`src/rtl/ppf_pkg.sv`:
```
package ppf_pkg;

  localparam int SEL_W = 3;

  typedef enum logic [SEL_W-1:0] {
    SEL_COMPAT = 3'd0,
    SEL_EDATA  = 3'd1,
    SEL_EADDR  = 3'd2,
    SEL_TEST   = 3'd3,
    SEL_CTRL   = 3'd4
  } reg_sel_e;

  typedef struct packed {
    logic [2:0] mode;
    logic       nerr_en;
    logic       dma_en;
    logic       svc;
    logic       full;
    logic       empty;
  } ctrl_reg_t;

endpackage

```
`src/rtl/ppf_store.sv`:
```
module ppf_store #(
  parameter int DATA_W = 8,
  parameter int DEPTH  = 16,
  localparam int PTR_W = (DEPTH > 1) ? $clog2(DEPTH) : 1,
  localparam int CNT_W = $clog2(DEPTH + 1)
) (
  input  logic              clk,
  input  logic              rst,
  input  logic              flush,
  input  logic              push,
  input  logic [DATA_W-1:0] push_data,
  input  logic              push_tag,
  input  logic              pop,
  output logic [DATA_W-1:0] head_data,
  output logic              head_tag,
  output logic              full,
  output logic              empty,
  output logic [CNT_W-1:0]  count
);

  logic [DATA_W:0]  mem [DEPTH];
  logic [PTR_W-1:0] wr_ptr, rd_ptr;
  logic [CNT_W-1:0] cnt_q;
  logic             do_push, do_pop;

  function automatic logic [PTR_W-1:0] step(input logic [PTR_W-1:0] p);
    return (p == PTR_W'(DEPTH - 1)) ? '0 : p + 1'b1;
  endfunction

  assign full    = (cnt_q == CNT_W'(DEPTH));
  assign empty   = (cnt_q == '0);
  assign do_push = push && !full && !flush;
  assign do_pop  = pop && !empty && !flush;

  // storage array without reset so it can map onto RAM
  always_ff @(posedge clk) begin
    if (do_push) mem[wr_ptr] <= {push_tag, push_data};
  end

  always_ff @(posedge clk) begin
    if (rst || flush) begin
      wr_ptr <= '0;
      rd_ptr <= '0;
      cnt_q  <= '0;
    end else begin
      if (do_push) wr_ptr <= step(wr_ptr);
      if (do_pop)  rd_ptr <= step(rd_ptr);
      case ({do_push, do_pop})
        2'b10:   cnt_q <= cnt_q + 1'b1;
        2'b01:   cnt_q <= cnt_q - 1'b1;
        default: cnt_q <= cnt_q;
      endcase
    end
  end

  assign head_data = mem[rd_ptr][DATA_W-1:0];
  assign head_tag  = mem[rd_ptr][DATA_W];
  assign count     = cnt_q;

endmodule

```
`src/rtl/ppf_route.sv`:
```
module ppf_route
  import ppf_pkg::*;
#(
  parameter int DATA_W = 8
) (
  input  logic              host_wr,
  input  logic              host_rd,
  input  logic [SEL_W-1:0]  host_addr,
  input  logic [DATA_W-1:0] host_wdata,
  input  logic              dir_rev,
  input  logic              port_push,
  input  logic [DATA_W-1:0] port_push_data,
  input  logic              port_push_tag,
  input  logic              port_pop,
  output logic              push,
  output logic [DATA_W-1:0] push_data,
  output logic              push_tag,
  output logic              pop,
  output logic              host_pop,
  output logic              ctrl_wr
);

  logic is_test, is_stream, host_push, port_push_ok, port_pop_ok;

  assign is_test   = (host_addr == SEL_TEST);
  assign is_stream = (host_addr == SEL_COMPAT) || (host_addr == SEL_EDATA) ||
                     (host_addr == SEL_EADDR);

  // host side: stream aliases follow direction, test alias works both ways
  assign host_push = host_wr && (is_test || (is_stream && !dir_rev));
  assign host_pop  = host_rd && (is_test || (is_stream && dir_rev));

  // cable side yields to a host access of the same kind
  assign port_push_ok = port_push && dir_rev && !host_push;
  assign port_pop_ok  = port_pop && !dir_rev && !host_pop;

  assign push      = host_push || port_push_ok;
  assign push_data = host_push ? host_wdata : port_push_data;
  assign push_tag  = host_push ? (host_addr == SEL_EADDR) : port_push_tag;
  assign pop       = host_pop || port_pop_ok;
  assign ctrl_wr   = host_wr && (host_addr == SEL_CTRL);

endmodule

```
`src/rtl/ppf_ctrl_reg.sv`:
```
module ppf_ctrl_reg
  import ppf_pkg::*;
(
  input  logic      clk,
  input  logic      rst,
  input  logic      wr_en,
  input  logic [7:0] wdata,
  input  logic      full,
  input  logic      empty,
  output ctrl_reg_t value,
  output logic      flush
);

  logic [2:0] mode_q;
  logic       nerr_q, dma_q, svc_q;

  assign flush = wr_en && (wdata[7:5] != mode_q);

  always_ff @(posedge clk) begin
    if (rst) begin
      mode_q <= '0;
      nerr_q <= 1'b0;
      dma_q  <= 1'b0;
      svc_q  <= 1'b0;
    end else if (wr_en) begin
      mode_q <= wdata[7:5];
      nerr_q <= wdata[4];
      dma_q  <= wdata[3];
      svc_q  <= wdata[2];
    end
  end

  always_comb begin
    value.mode    = mode_q;
    value.nerr_en = nerr_q;
    value.dma_en  = dma_q;
    value.svc     = svc_q;
    value.full    = full;
    value.empty   = empty;
  end

endmodule

```
`src/rtl/ppf_shared_fifo.sv`:
```
module ppf_shared_fifo
  import ppf_pkg::*;
#(
  parameter int DATA_W = 8,
  parameter int DEPTH  = 16
) (
  input  logic              clk,
  input  logic              rst,
  input  logic              host_wr,
  input  logic              host_rd,
  input  logic [2:0]        host_addr,
  input  logic [DATA_W-1:0] host_wdata,
  output logic [DATA_W-1:0] host_rdata,
  input  logic              dir_rev,
  input  logic              port_push,
  input  logic [DATA_W-1:0] port_push_data,
  input  logic              port_push_tag,
  input  logic              port_pop,
  output logic [DATA_W-1:0] port_head_data,
  output logic              port_head_tag,
  output logic              port_has_data,
  output logic              port_has_space,
  output logic              dma_req,
  output logic [2:0]        mode
);

  localparam int CNT_W = $clog2(DEPTH + 1);

  logic              push, pop, push_tag, host_pop, ctrl_wr, flush;
  logic [DATA_W-1:0] push_data, head_data;
  logic              head_tag, is_full, is_empty;
  logic [CNT_W-1:0]  fill_count;
  ctrl_reg_t         ctrl_q;
  logic [2:0]        cur_mode;

  ppf_route #(.DATA_W(DATA_W)) u_route (
    .host_wr        (host_wr),
    .host_rd        (host_rd),
    .host_addr      (host_addr),
    .host_wdata     (host_wdata),
    .dir_rev        (dir_rev),
    .port_push      (port_push),
    .port_push_data (port_push_data),
    .port_push_tag  (port_push_tag),
    .port_pop       (port_pop),
    .push           (push),
    .push_data      (push_data),
    .push_tag       (push_tag),
    .pop            (pop),
    .host_pop       (host_pop),
    .ctrl_wr        (ctrl_wr)
  );

  ppf_ctrl_reg u_ctrl (
    .clk   (clk),
    .rst   (rst),
    .wr_en (ctrl_wr),
    .wdata (host_wdata[7:0]),
    .full  (is_full),
    .empty (is_empty),
    .value (ctrl_q),
    .flush (flush)
  );

  ppf_store #(.DATA_W(DATA_W), .DEPTH(DEPTH)) u_store (
    .clk       (clk),
    .rst       (rst),
    .flush     (flush),
    .push      (push),
    .push_data (push_data),
    .push_tag  (push_tag),
    .pop       (pop),
    .head_data (head_data),
    .head_tag  (head_tag),
    .full      (is_full),
    .empty     (is_empty),
    .count     (fill_count)
  );

  // registered host read path
  always_ff @(posedge clk) begin
    if (rst) begin
      host_rdata <= '0;
    end else if (host_rd) begin
      if (host_addr == SEL_CTRL)
        host_rdata <= DATA_W'(ctrl_q);
      else if (host_pop && !is_empty)
        host_rdata <= head_data;
      else
        host_rdata <= '0;
    end
  end

  assign cur_mode       = ctrl_q.mode;
  assign mode           = cur_mode;
  assign port_head_data = head_data;
  assign port_head_tag  = head_tag;
  assign port_has_data  = !is_empty;
  assign port_has_space = !is_full;
  assign dma_req        = ctrl_q.dma_en && (dir_rev ? !is_empty : !is_full);

endmodule

```
`config.mk`:
```
export PLATFORM = sky130hd
export DESIGN_NAME = ppf_shared_fifo
export DESIGN_NICKNAME = d
export VERILOG_FILES = /design/src/rtl/ppf_pkg.sv /design/src/rtl/ppf_store.sv /design/src/rtl/ppf_route.sv /design/src/rtl/ppf_ctrl_reg.sv /design/src/rtl/ppf_shared_fifo.sv
export SDC_FILE = /design/constraint.sdc
export NUM_CORES = 1
export LEC_CHECK = 0
export ABC_AREA = 1
export CAP_MARGIN = 20
export CORE_MARGIN = 10
export CORE_UTILIZATION = 64
export DETAILED_ROUTE_END_ITERATION = 7
export HOLD_SLACK_MARGIN = 0.12
export PLACE_DENSITY = 0.85
export REMOVE_ABC_BUFFERS = 1
export SYNTH_ARGS = -nofsm -noshare
export SYNTH_HDL_FRONTEND = slang
export SYNTH_HIERARCHICAL = 1
export SYNTH_SLANG_ARGS = --single-unit
```
`constraint.sdc`:
```
create_clock -name clk -period 3.9 [get_ports clk]
set_input_delay 0.975 -clock clk [delete_from_list [all_inputs] [get_ports clk]]
set_output_delay 0.975 -clock clk [all_outputs]
set_load 0.02 [all_outputs]
```
# Yosys cells after proc, flatten, opt, wreduce, memory -nomap -nowiden
# Memory sizes are Yosys's and may differ from the RTL's. A register that Yosys moved wholly into a read port is not among the register bits.
# Index checks and enable logic that the tools add are counted.
# classes
n_addsub	4
eq_ne	10
mux	12
reduce_logical	32
# ops
op	count
8-bit 2-to-1 mux	3
1-bit logical AND	16
4-bit 2-to-1 mux	4
5-bit case mux with 2 select lines	1
4-bit by 1-bit adder with 4-bit output, second input constant	2
4-bit equality test, second input constant	2
1-bit logical OR	7
3-bit by 2-bit equality test with 1-bit output, second input constant	2
1-bit zero test	6
5-bit by 1-bit adder with 5-bit output, second input constant	1
5-bit equality test, second input constant	1
5-bit zero test	1
5-bit by 1-bit subtractor with 5-bit output, second input constant	1
1-bit 2-to-1 mux	4
3-bit by 1-bit equality test with 1-bit output, second input constant	1
3-bit equality test, second input constant	1
3-bit zero test	1
3-bit inequality test	1
2-bit by 1-bit equality test with 1-bit output, second input constant	1
2-bit equality test, second input constant	1
2-bit nonzero test	1
# totals
ff_bits	27
ramBits	144
input_bits	27
word_cells	67
n_memories	1
# memory_table
memory	depth	width	rd	rd_ports_with_merged_regs	wr	line	text
u_store.mem	16	9	1	1	1	ppf_store.sv:21	logic [DATA_W:0] mem [DEPTH];

# Longest topological paths before layout
# Gate-level depths: netlist of the first run.
# logic_depth
depth_word	13
mapped_depth	22

# Modules after synthesis
# Netlist of the first run, hierarchy kept.
# by_module_without_submodules
mod	instances	cells_each	area_each_um2
ppf_store	1	604	6942.9
ppf_shared_fifo	1	91	574.3
ppf_ctrl_reg	1	43	302.8
ppf_route	1	45	205.2

# Worst setup path before layout of the first run
# OpenSTA, ideal clock, no wires.
# synth_timing
kind	input-to-reg
startpoint	input port host_addr[0]
endpoint	register u_store.cnt_q[4] (netlist: u_store/count[4])
setup_ps	109
arrival_time_ps	2837
path_slack_ps	954
path_stages	19
n_path_buf	1
path_cell_list	nor3_1 -> buf_6 -> inv_2 -> nor2_1 -> nor2_1 -> nand2_1 -> inv_1 -> ha_1 -> inv_1 -> nand2_1 -> nand2_1 -> ha_1 -> inv_1 -> nand2_1 -> nand3_1 -> nand3_1 -> nand3_1 -> nand2_1 -> inv_1
# synth_between
word_cells_on_any_way	31
cone_classes	eq/ne (6); mux (1); reduce/logical (24)
# synth_rtl
element	line	text
start: declaration	ppf_shared_fifo.sv:11	input logic [2:0] host_addr,
3-bit equality test *	ppf_route.sv:41	assign ctrl_wr = host_wr && (host_addr == SEL_CTRL);
1-bit logical AND *	ppf_route.sv:41	
1-bit logical AND *	ppf_ctrl_reg.sv:17	assign flush = wr_en && (wdata[7:5] != mode_q);
via flush	ppf_shared_fifo.sv:29	logic push, pop, push_tag, host_pop, ctrl_wr, flush;
1-bit zero test	ppf_store.sv:32, ppf_store.sv:33	
1-bit logical AND, on equally long branches	ppf_store.sv:33, ppf_store.sv:32	
2-bit by 1-bit equality test with 1-bit output or 2-bit equality test (tied branches)	ppf_store.sv:48	case ({do_push, do_pop})
5-bit case mux with 2 select lines or 2-bit nonzero test (tied branches)	-	
end signal: assignment	ppf_store.sv:49	2'b10: cnt_q <= cnt_q + 1'b1;
end signal: assignment	ppf_store.sv:50	2'b01: cnt_q <= cnt_q - 1'b1;
end signal: assignment	ppf_store.sv:51	default: cnt_q <= cnt_q;
end: declaration	ppf_store.sv:23	logic [CNT_W-1:0] cnt_q;
# The timed path passes the listed nets; every way through them passes the cells marked *.
# A chain may end at the register's enable or synchronous reset.

==> impl_metrics.py, run 1 <==
metrics = {
    "detailed_routing": {
        "routed_wirelength_mm": 19.3,
        "ant_nets": 0,
        "drt-vias-per-instance": 5.74,
        "drt_first_pass_iters": 6,
        "routed-via-count": 5862,
        "drc_marker_count_from_the_first_detailed_route_iteration": 760,
        "route.detailed.wl_per_inst_microns": 18.9,
        "drc": 0,
    },
    "hold_path": {
        "hold_path.startpoint": "u_ctrl/svc_q",
        "min_path_type": "reg2reg",
    },
    "setup_path": {
        "cp.required_ns": 2.92,
        "crit_arrival_ns": 2.75,
        "cp-start-kind": "register",
        "setup.worst_path.end_class": "output pin",
        "timing.critical_path.fanout_max": 54,
        "criticalPathCategory": "reg2out",
        "reg2reg_from": "u_ctrl/mode_q[0]",
    },
    "cts": {
        "cts_buffer_depth": 2,
        "hold_buffers": 0,
        "tritoncts": "done",
        "worst_skew_pair.late_latency_ns": 0.43,
        "clock_sink_count": 175,
        "clk_root_buffer_cell": "sky130_fd_sc_hd__clkbuf_16",
        "clk_slew_on_worst_s_h_paths_ns": 0.06,
        "cts_inserted_buffers": 17,
        "clock_tree.htree_level_count": 4,
    },
    "timing": {
        "finalCriticalPeriod_ns": 3.72,
        "rsz_0062_raised_after_global_routing": "no",
        "endpoints_failing_hold": 0,
        "clock-skew-final_ns": 0.0102,
        "layout_worst_path_cycle_share_pct": 95.4,
        "max-slew-margin-rel_pct": 48.0,
        "drv_slew": 0,
        "report.final.setup_viol": 0,
        "fmax_mhz": 269,
        "worst_slew_pin_slew_ns": 0.778,
        "setup_tns_ns": 0,
    },
    "synthesis": {
        "synth_cell_type_count": 34,
        "number_of_enable_type_register_cells_in_the_synthesized_netlist": 144,
        "ys_ff_latch": 175,
        "synthArstFlopShare_pct": 0,
        "yosysWarningCount": 6,
        "synth.cell_area_sq_um": 8030,
        "dominantRegCellSynth": "sky130_fd_sc_hd__edfxtp_1",
        "post_synthesis_sequential_area_ratio_pct": 61.6,
        "synthesis.instances": 783,
        "synthesis.area_per_instance_sq_um": 10.2,
    },
    "power": {
        "peakVddDrop_uv": 305,
        "cellLeakagePower_nw": 3.67,
        "cell_area_power_density_nw_per_um2": 583,
    },
    "layout": {
        "layout_commonest_cell": "sky130_fd_sc_hd__edfxtp_1",
        "diodes": 0,
        "most-common-layout-cells": "sky130_fd_sc_hd__edfxtp_1 (144), sky130_fd_sc_hd__nand2_1 (135), sky130_fd_sc_hd__inv_1 (124)",
        "final_nets": 876,
        "area_growth_syn_to_layout_pct": 15.9,
        "final_design_area_no_fill_sq_um": 9300,
        "final_layout_size_suffix_gt1_share_pct": 10.8,
    },
    "global_routing": {
        "grt_first_pass_wirelength_mm": 30.7,
        "grt_pass1_vias": 5996,
        "global_route.overflow_total": 0,
        "gr-usage-all-layers_pct": 22.1,
        "antenna_found_initial": 0,
        "grt_max_degree": 64,
    },
    "floorplanning": {
        "num_rows": 40,
        "top_level_ports": 50,
        "fp.dieW_microns": 132,
        "floorplan.initialDensity_pct": 66.0,
        "die_height_microns": 132,
        "design.die.area_sq_um": 17400,
        "fp.coreArea_sq_um": 12200,
    },
    "status": {
        "outcome": "finished, final reports clean",
    },
    "placement": {
        "post_dp_area_sq_um": 8690,
        "gp_congestion": 0.917,
        "port_buffers": 49,
        "dp_hpwl_mm": 12.7,
    },
    "flow_run": {
        "cap_viol_max_count": 0,
    },
}
routing by layer:
metal	track usage, %	vias to the layer above	routed length (microns)
li1	-	2748	-
met1	25.4	2701	7300
met2	35.6	351	9230
met3	5.60	62	1840
met4	15.0	0	921
met5	0	-	0
stage by stage:
stage,power (mW),cells,setup slack [ns],hold WS (ns),util [%]
final,5.42,1022,0.180,0.491,76.5
after global routing,5.64,1022,0.0909,0.512,76.5
after CTS,5.40,1022,0.0370,0.480,76.5
after detailed placement,3.68,990,0.199,0.468,71.4
after global placement,3.62,990,0.281,0.469,71.4
after floorplan,3.14,745,-0.470,0.435,-
where the power goes:
group          switching [mW]  internal, mW  leakage (nW)  total [mW]
Combinational           0.936         0.515          1.81        1.45
Clock                   0.679          1.06         0.300        1.73
Sequential              0.116          2.12          1.56        2.24
Total                    1.73          3.69          3.67        5.42
path summary, 6_finish.rpt:
check | cells past startpoint | slack [ns] | to
max | 6 | 0.18 | port_head_data[6]
min | 2 | 0.49 | u_ctrl/svc_q
max reg2reg | 21 | 1.30 | u_store/count[4]
min reg2reg | 2 | 0.49 | u_ctrl/svc_q
synthesized netlist by cell type, types with 10 or more instances:
cell type / number / share of area [%]
sky130_fd_sc_hd__nand2_1: 135 / 6.3
sky130_fd_sc_hd__nor2_1: 50 / 2.3
sky130_fd_sc_hd__buf_6: 10 / 1.4
sky130_fd_sc_hd__buf_2: 14 / 0.87
sky130_fd_sc_hd__dfxtp_1: 31 / 7.7
sky130_fd_sc_hd__o211ai_1: 18 / 1.7
sky130_fd_sc_hd__edfxtp_1: 144 / 54
sky130_fd_sc_hd__o21ai_0: 42 / 2.6
sky130_fd_sc_hd__nand3_1: 94 / 5.9
sky130_fd_sc_hd__o211ai_2: 18 / 2.8
sky130_fd_sc_hd__a21oi_1: 50 / 3.1
sky130_fd_sc_hd__inv_1: 124 / 5.8
worst max-delay path, stage by stage, from the launching register on:
cell and delay [ns]:
sky130_fd_sc_hd__dfxtp_2 0.66, sky130_fd_sc_hd__buf_12 0.34, sky130_fd_sc_hd__o211ai_2 0.14, sky130_fd_sc_hd__nand3_1 0.18
sky130_fd_sc_hd__nand3_1 0.16, sky130_fd_sc_hd__nand2_1 0.17, sky130_fd_sc_hd__clkdlybuf4s50_1 0.63
area by class of cell:
type	count	area, sq um
flip-flops and latches	175	4950
fillers	756	2860
multi-input cells	442	2310
repair buffers	77	738
inverters	128	484
clock buffers	22	474
well taps	168	210
clock inverters	10	135
cells by family (layout without fill, tap and decap cells):
| kind of cell | after synthesis | in the layout | synth area share, % |
|---|---|---|---|
| AO/OA/AOI/OAI | 134 | 134 | 10.7 |
| XOR/XNOR | 5 | 5 | 0.546 |
| adder cells (fa/ha/maj) | 8 | 8 | 1.25 |
| buffers and inverters | 166 | 237 | 9.60 |
| flip-flops | 175 | 175 | 61.6 |
| AND/OR/NAND/NOR | 295 | 295 | 16.3 |
sequential cells by signal, summed over array words and instances, names as in the netlist, named ones only:
register        cells
u_ctrl/dma_q        1
u_ctrl/mode_q       3
u_store/count       5
u_ctrl/nerr_q       1
u_store/mem       144
u_ctrl/svc_q        1
u_store/rd_ptr      4
host_rdata          8
u_store/wr_ptr      4
what timing repair did:
item / 4_1_cts / 5_1_grt
resized for setup: 0 / 1
buffers inserted: 0 / 0
endpoints found under the hold margin: 0 / 0
endpoints found under the setup margin: 0 / 6
No activity file was read; power rests on OpenSTA's default activity.
==> run 2, diff against run 1 <==
--- a/config.mk
+++ b/config.mk
@@ -13,6 +13,7 @@
 export HOLD_SLACK_MARGIN = 0.12
 export PLACE_DENSITY = 0.85
 export REMOVE_ABC_BUFFERS = 1
+export SLEW_MARGIN = 20
 export SYNTH_ARGS = -nofsm -noshare
 export SYNTH_HDL_FRONTEND = slang
 export SYNTH_HIERARCHICAL = 1
==> results of run 2 <==
Final layout, timing and power as in run 1 (identical DEF).
==> run 3, diff against run 2 <==
--- a/config.mk
+++ b/config.mk
@@ -7,13 +7,14 @@
 export LEC_CHECK = 0
 export ABC_AREA = 1
 export CAP_MARGIN = 20
+export CORE_ASPECT_RATIO = 1.75
 export CORE_MARGIN = 10
-export CORE_UTILIZATION = 64
+export CORE_UTILIZATION = 54
 export DETAILED_ROUTE_END_ITERATION = 7
 export HOLD_SLACK_MARGIN = 0.12
-export PLACE_DENSITY = 0.85
+export PLACE_DENSITY = 0.77
 export REMOVE_ABC_BUFFERS = 1
-export SLEW_MARGIN = 20
+export SLEW_MARGIN = 0
 export SYNTH_ARGS = -nofsm -noshare
 export SYNTH_HDL_FRONTEND = slang
 export SYNTH_HIERARCHICAL = 1
==> constraint.sdc (replaced) <==
create_clock -name clk -period 3.2 [get_ports clk]
set_input_delay 0.8 -clock clk [delete_from_list [all_inputs] [get_ports clk]]
set_output_delay 0.8 -clock clk [all_outputs]
set_load 0.02 [all_outputs]
==> run 3 against run 2 <==
Critical path depth grew 1. Sequential power is 20% higher. Register-to-register slack got worse by 0.39 ns. Utilization fell by 11 points. Design area is 2.5% higher. Clock skew hardly changed. Worst setup slack worse by 0.045 ns. Cell count rose by 3.4%. Clock power rose by 28%. Critical path type unchanged. Critical endpoint is now port_head_data[0]. Largest power group unchanged. Highest routed layer unchanged.
==> impl_metrics.py, run 3 (synthesized netlist as in run 1, its figures left out) <==
metrics = {
    "layout": {
        "final_nets": 899,
        "largest-register": "u_store/mem",
        "layout_commonest_cell": "sky130_fd_sc_hd__edfxtp_1",
        "diodes": 0,
        "final_layout_size_suffix_gt1_share_pct": 13.0,
        "most-common-layout-cells": "sky130_fd_sc_hd__edfxtp_1 (144), sky130_fd_sc_hd__nand2_1 (135), sky130_fd_sc_hd__inv_1 (124)",
        "largest_reg_flops": 144,
        "final_design_area_no_fill_sq_um": 9530,
        "area_growth_syn_to_layout_pct": 18.8,
        "final_cell_count_no_fill": 1057,
    },
    "placement": {
        "gp_congestion": 0.888,
        "dp_hpwl_mm": 13.6,
        "dpl.cell_count": 1024,
        "dp_slack_ns": -0.0533,
        "post_dp_area_sq_um": 8880,
        "port_buffers": 49,
    },
    "power": {
        "cell_area_power_density_nw_per_um2": 714,
        "cellLeakagePower_nw": 3.83,
        "totalPowerFinal_mw": 6.81,
        "peakVddDrop_uv": 465,
    },
    "floorplanning": {
        "die_height_microns": 181,
        "top_level_ports": 50,
        "num_rows": 58,
        "fp.dieW_microns": 112,
        "fp.coreArea_sq_um": 14500,
        "design.die.area_sq_um": 20300,
        "floorplan.initialDensity_pct": 55.3,
    },
    "global_routing": {
        "grt_pass1_vias": 5998,
        "grt_first_pass_wirelength_mm": 31.3,
        "global_route.overflow_total": 0,
        "grt_max_degree": 52,
        "antenna_found_initial": 0,
        "gr-usage-all-layers_pct": 19.4,
    },
    "setup_path": {
        "timing.critical_path.fanout_max": 51,
        "crit_arrival_ns": 2.27,
        "cp-start-kind": "register",
        "critical-path-top-delay-family": "buffers and inverters",
        "crit_slowest_cell": "sky130_fd_sc_hd__dfxtp_4",
        "path_buf_inv": 2,
        "setup.worst_path.end_class": "output pin",
        "timing.critical_path.cells": "buf_12 -> a21oi_1 -> o21ai_0 -> nand3_1 -> nand3_1 -> nand2_1 -> dlygate4sd2_1",
        "worst_path_most_repeated_cell": "sky130_fd_sc_hd__nand3_1",
        "criticalPathCategory": "reg2out",
        "max_stage_delay_ns": 0.49,
        "cp.required_ns": 2.40,
    },
    "flow_run": {
        "cap_viol_max_count": 0,
    },
    "detailed_routing": {
        "route.detailed.wl_per_inst_microns": 18.6,
        "routed-via-count": 5858,
        "drc": 0,
        "ant_nets": 0,
        "drc_marker_count_from_the_first_detailed_route_iteration": 352,
        "routed_wirelength_mm": 19.7,
        "drt-vias-per-instance": 5.54,
        "drt_first_pass_iters": 5,
    },
    "timing": {
        "worst_slew_pin_slew_ns": 0.752,
        "drv_slew": 0,
        "report.final.setup_viol": 0,
        "endpoints_failing_hold": 0,
        "rsz_0062_raised_after_global_routing": "no",
        "max-slew-margin-rel_pct": 49.7,
        "fmax_mhz": 326,
        "clock-skew-final_ns": 0.0100,
        "finalCriticalPeriod_ns": 3.07,
        "timing.final.ws_setup_ns": 0.135,
        "layout_worst_path_cycle_share_pct": 95.8,
    },
    "cts": {
        "clk_slew_on_worst_s_h_paths_ns": 0.07,
        "clock_tree.htree_level_count": 4,
        "worst_skew_pair.late_latency_ns": 0.43,
        "cts_buffer_depth": 2,
        "clock_sink_count": 175,
        "clk_root_buffer_cell": "sky130_fd_sc_hd__clkbuf_16",
        "hold_buffers": 0,
        "cts_inserted_buffers": 17,
        "tritoncts": "done",
    },
    "hold_path": {
        "min_path_type": "reg2reg",
    },
    "status": {
        "outcome": "finished, final reports clean",
    },
}
run 3: stage by stage:
| step | hold WS, ns | util [%] | TNS, ns |
|---|---|---|---|
| CTS | 0.466 | 65.6 | 0 |
| finish | 0.470 | 65.7 | 0 |
| global route | 0.510 | 65.7 | 0 |
| floorplan | 0.435 | - | -13.61 |
| detailed placement | 0.456 | 61.2 | -0.0927 |
| global placement | 0.450 | 61.2 | -0.0205 |
run 3: path summary, 6_finish.rpt:
| check | startpoint | slack [ns] | end | depth (start not counted) |
|---|---|---|---|---|
| max | register | 0.13 | port_head_data[0] | 7 |
| min | u_ctrl/svc_q | 0.47 | u_ctrl/svc_q | 2 |
| max reg2reg | u_ctrl/mode_q[1] | 0.91 | u_store/count[4] | 21 |
| min reg2reg | u_ctrl/svc_q | 0.47 | u_ctrl/svc_q | 2 |
run 3: where the power goes:
| part | internal (mW) | switching (mW) |
|---|---|---|
| Combinational | 0.671 | 1.24 |
| Clock | 1.33 | 0.880 |
| Sequential | 2.59 | 0.104 |
run 3: per-layer routing:
metal | global-route usage (%) | routed length, microns | vias to the layer above
li1 | - | - | 2798
met1 | 19.4 | 6800 | 2725
met2 | 34.8 | 10600 | 264
met3 | 3.68 | 1130 | 71
met4 | 13.7 | 1200 | 0
met5 | 0 | 0 | -
run 3: area by class of cell:
cell class | count | area, sq um
inverter | 128 | 480
sequential | 175 | 4950
clock buffer | 19 | 433
multi-input combinational | 442 | 2310
tap | 180 | 225
timing repair buffer | 100 | 931
clock inverter | 13 | 199
fill | 1113 | 4980
run 3: timing repair:
item,CTS,global route
resized for setup,6,4
setup endpoints to repair,9,4
buffers inserted,1,0
run 3: worst reg2reg max path, stage by stage, from the launching register on:
cell	delay, ns
sky130_fd_sc_hd__dfxtp_1	0.46
sky130_fd_sc_hd__nand2_1	0.08
sky130_fd_sc_hd__nand2_1	0.07
sky130_fd_sc_hd__nand2_1	0.05
sky130_fd_sc_hd__nor2_1	0.08
sky130_fd_sc_hd__nor2_1	0.07
sky130_fd_sc_hd__nor2_1	0.12
sky130_fd_sc_hd__nand2_1	0.08
sky130_fd_sc_hd__inv_1	0.08
sky130_fd_sc_hd__ha_1	0.22
sky130_fd_sc_hd__inv_1	0.07
sky130_fd_sc_hd__nand2_1	0.06
sky130_fd_sc_hd__nand2_1	0.06
sky130_fd_sc_hd__ha_1	0.18
sky130_fd_sc_hd__inv_1	0.05
sky130_fd_sc_hd__nand2_1	0.07
sky130_fd_sc_hd__nand3_1	0.11
sky130_fd_sc_hd__nand2_1	0.06
sky130_fd_sc_hd__nand2_1	0.06
sky130_fd_sc_hd__nand3_1	0.06
sky130_fd_sc_hd__nand2_1	0.06
sky130_fd_sc_hd__inv_1	0.03
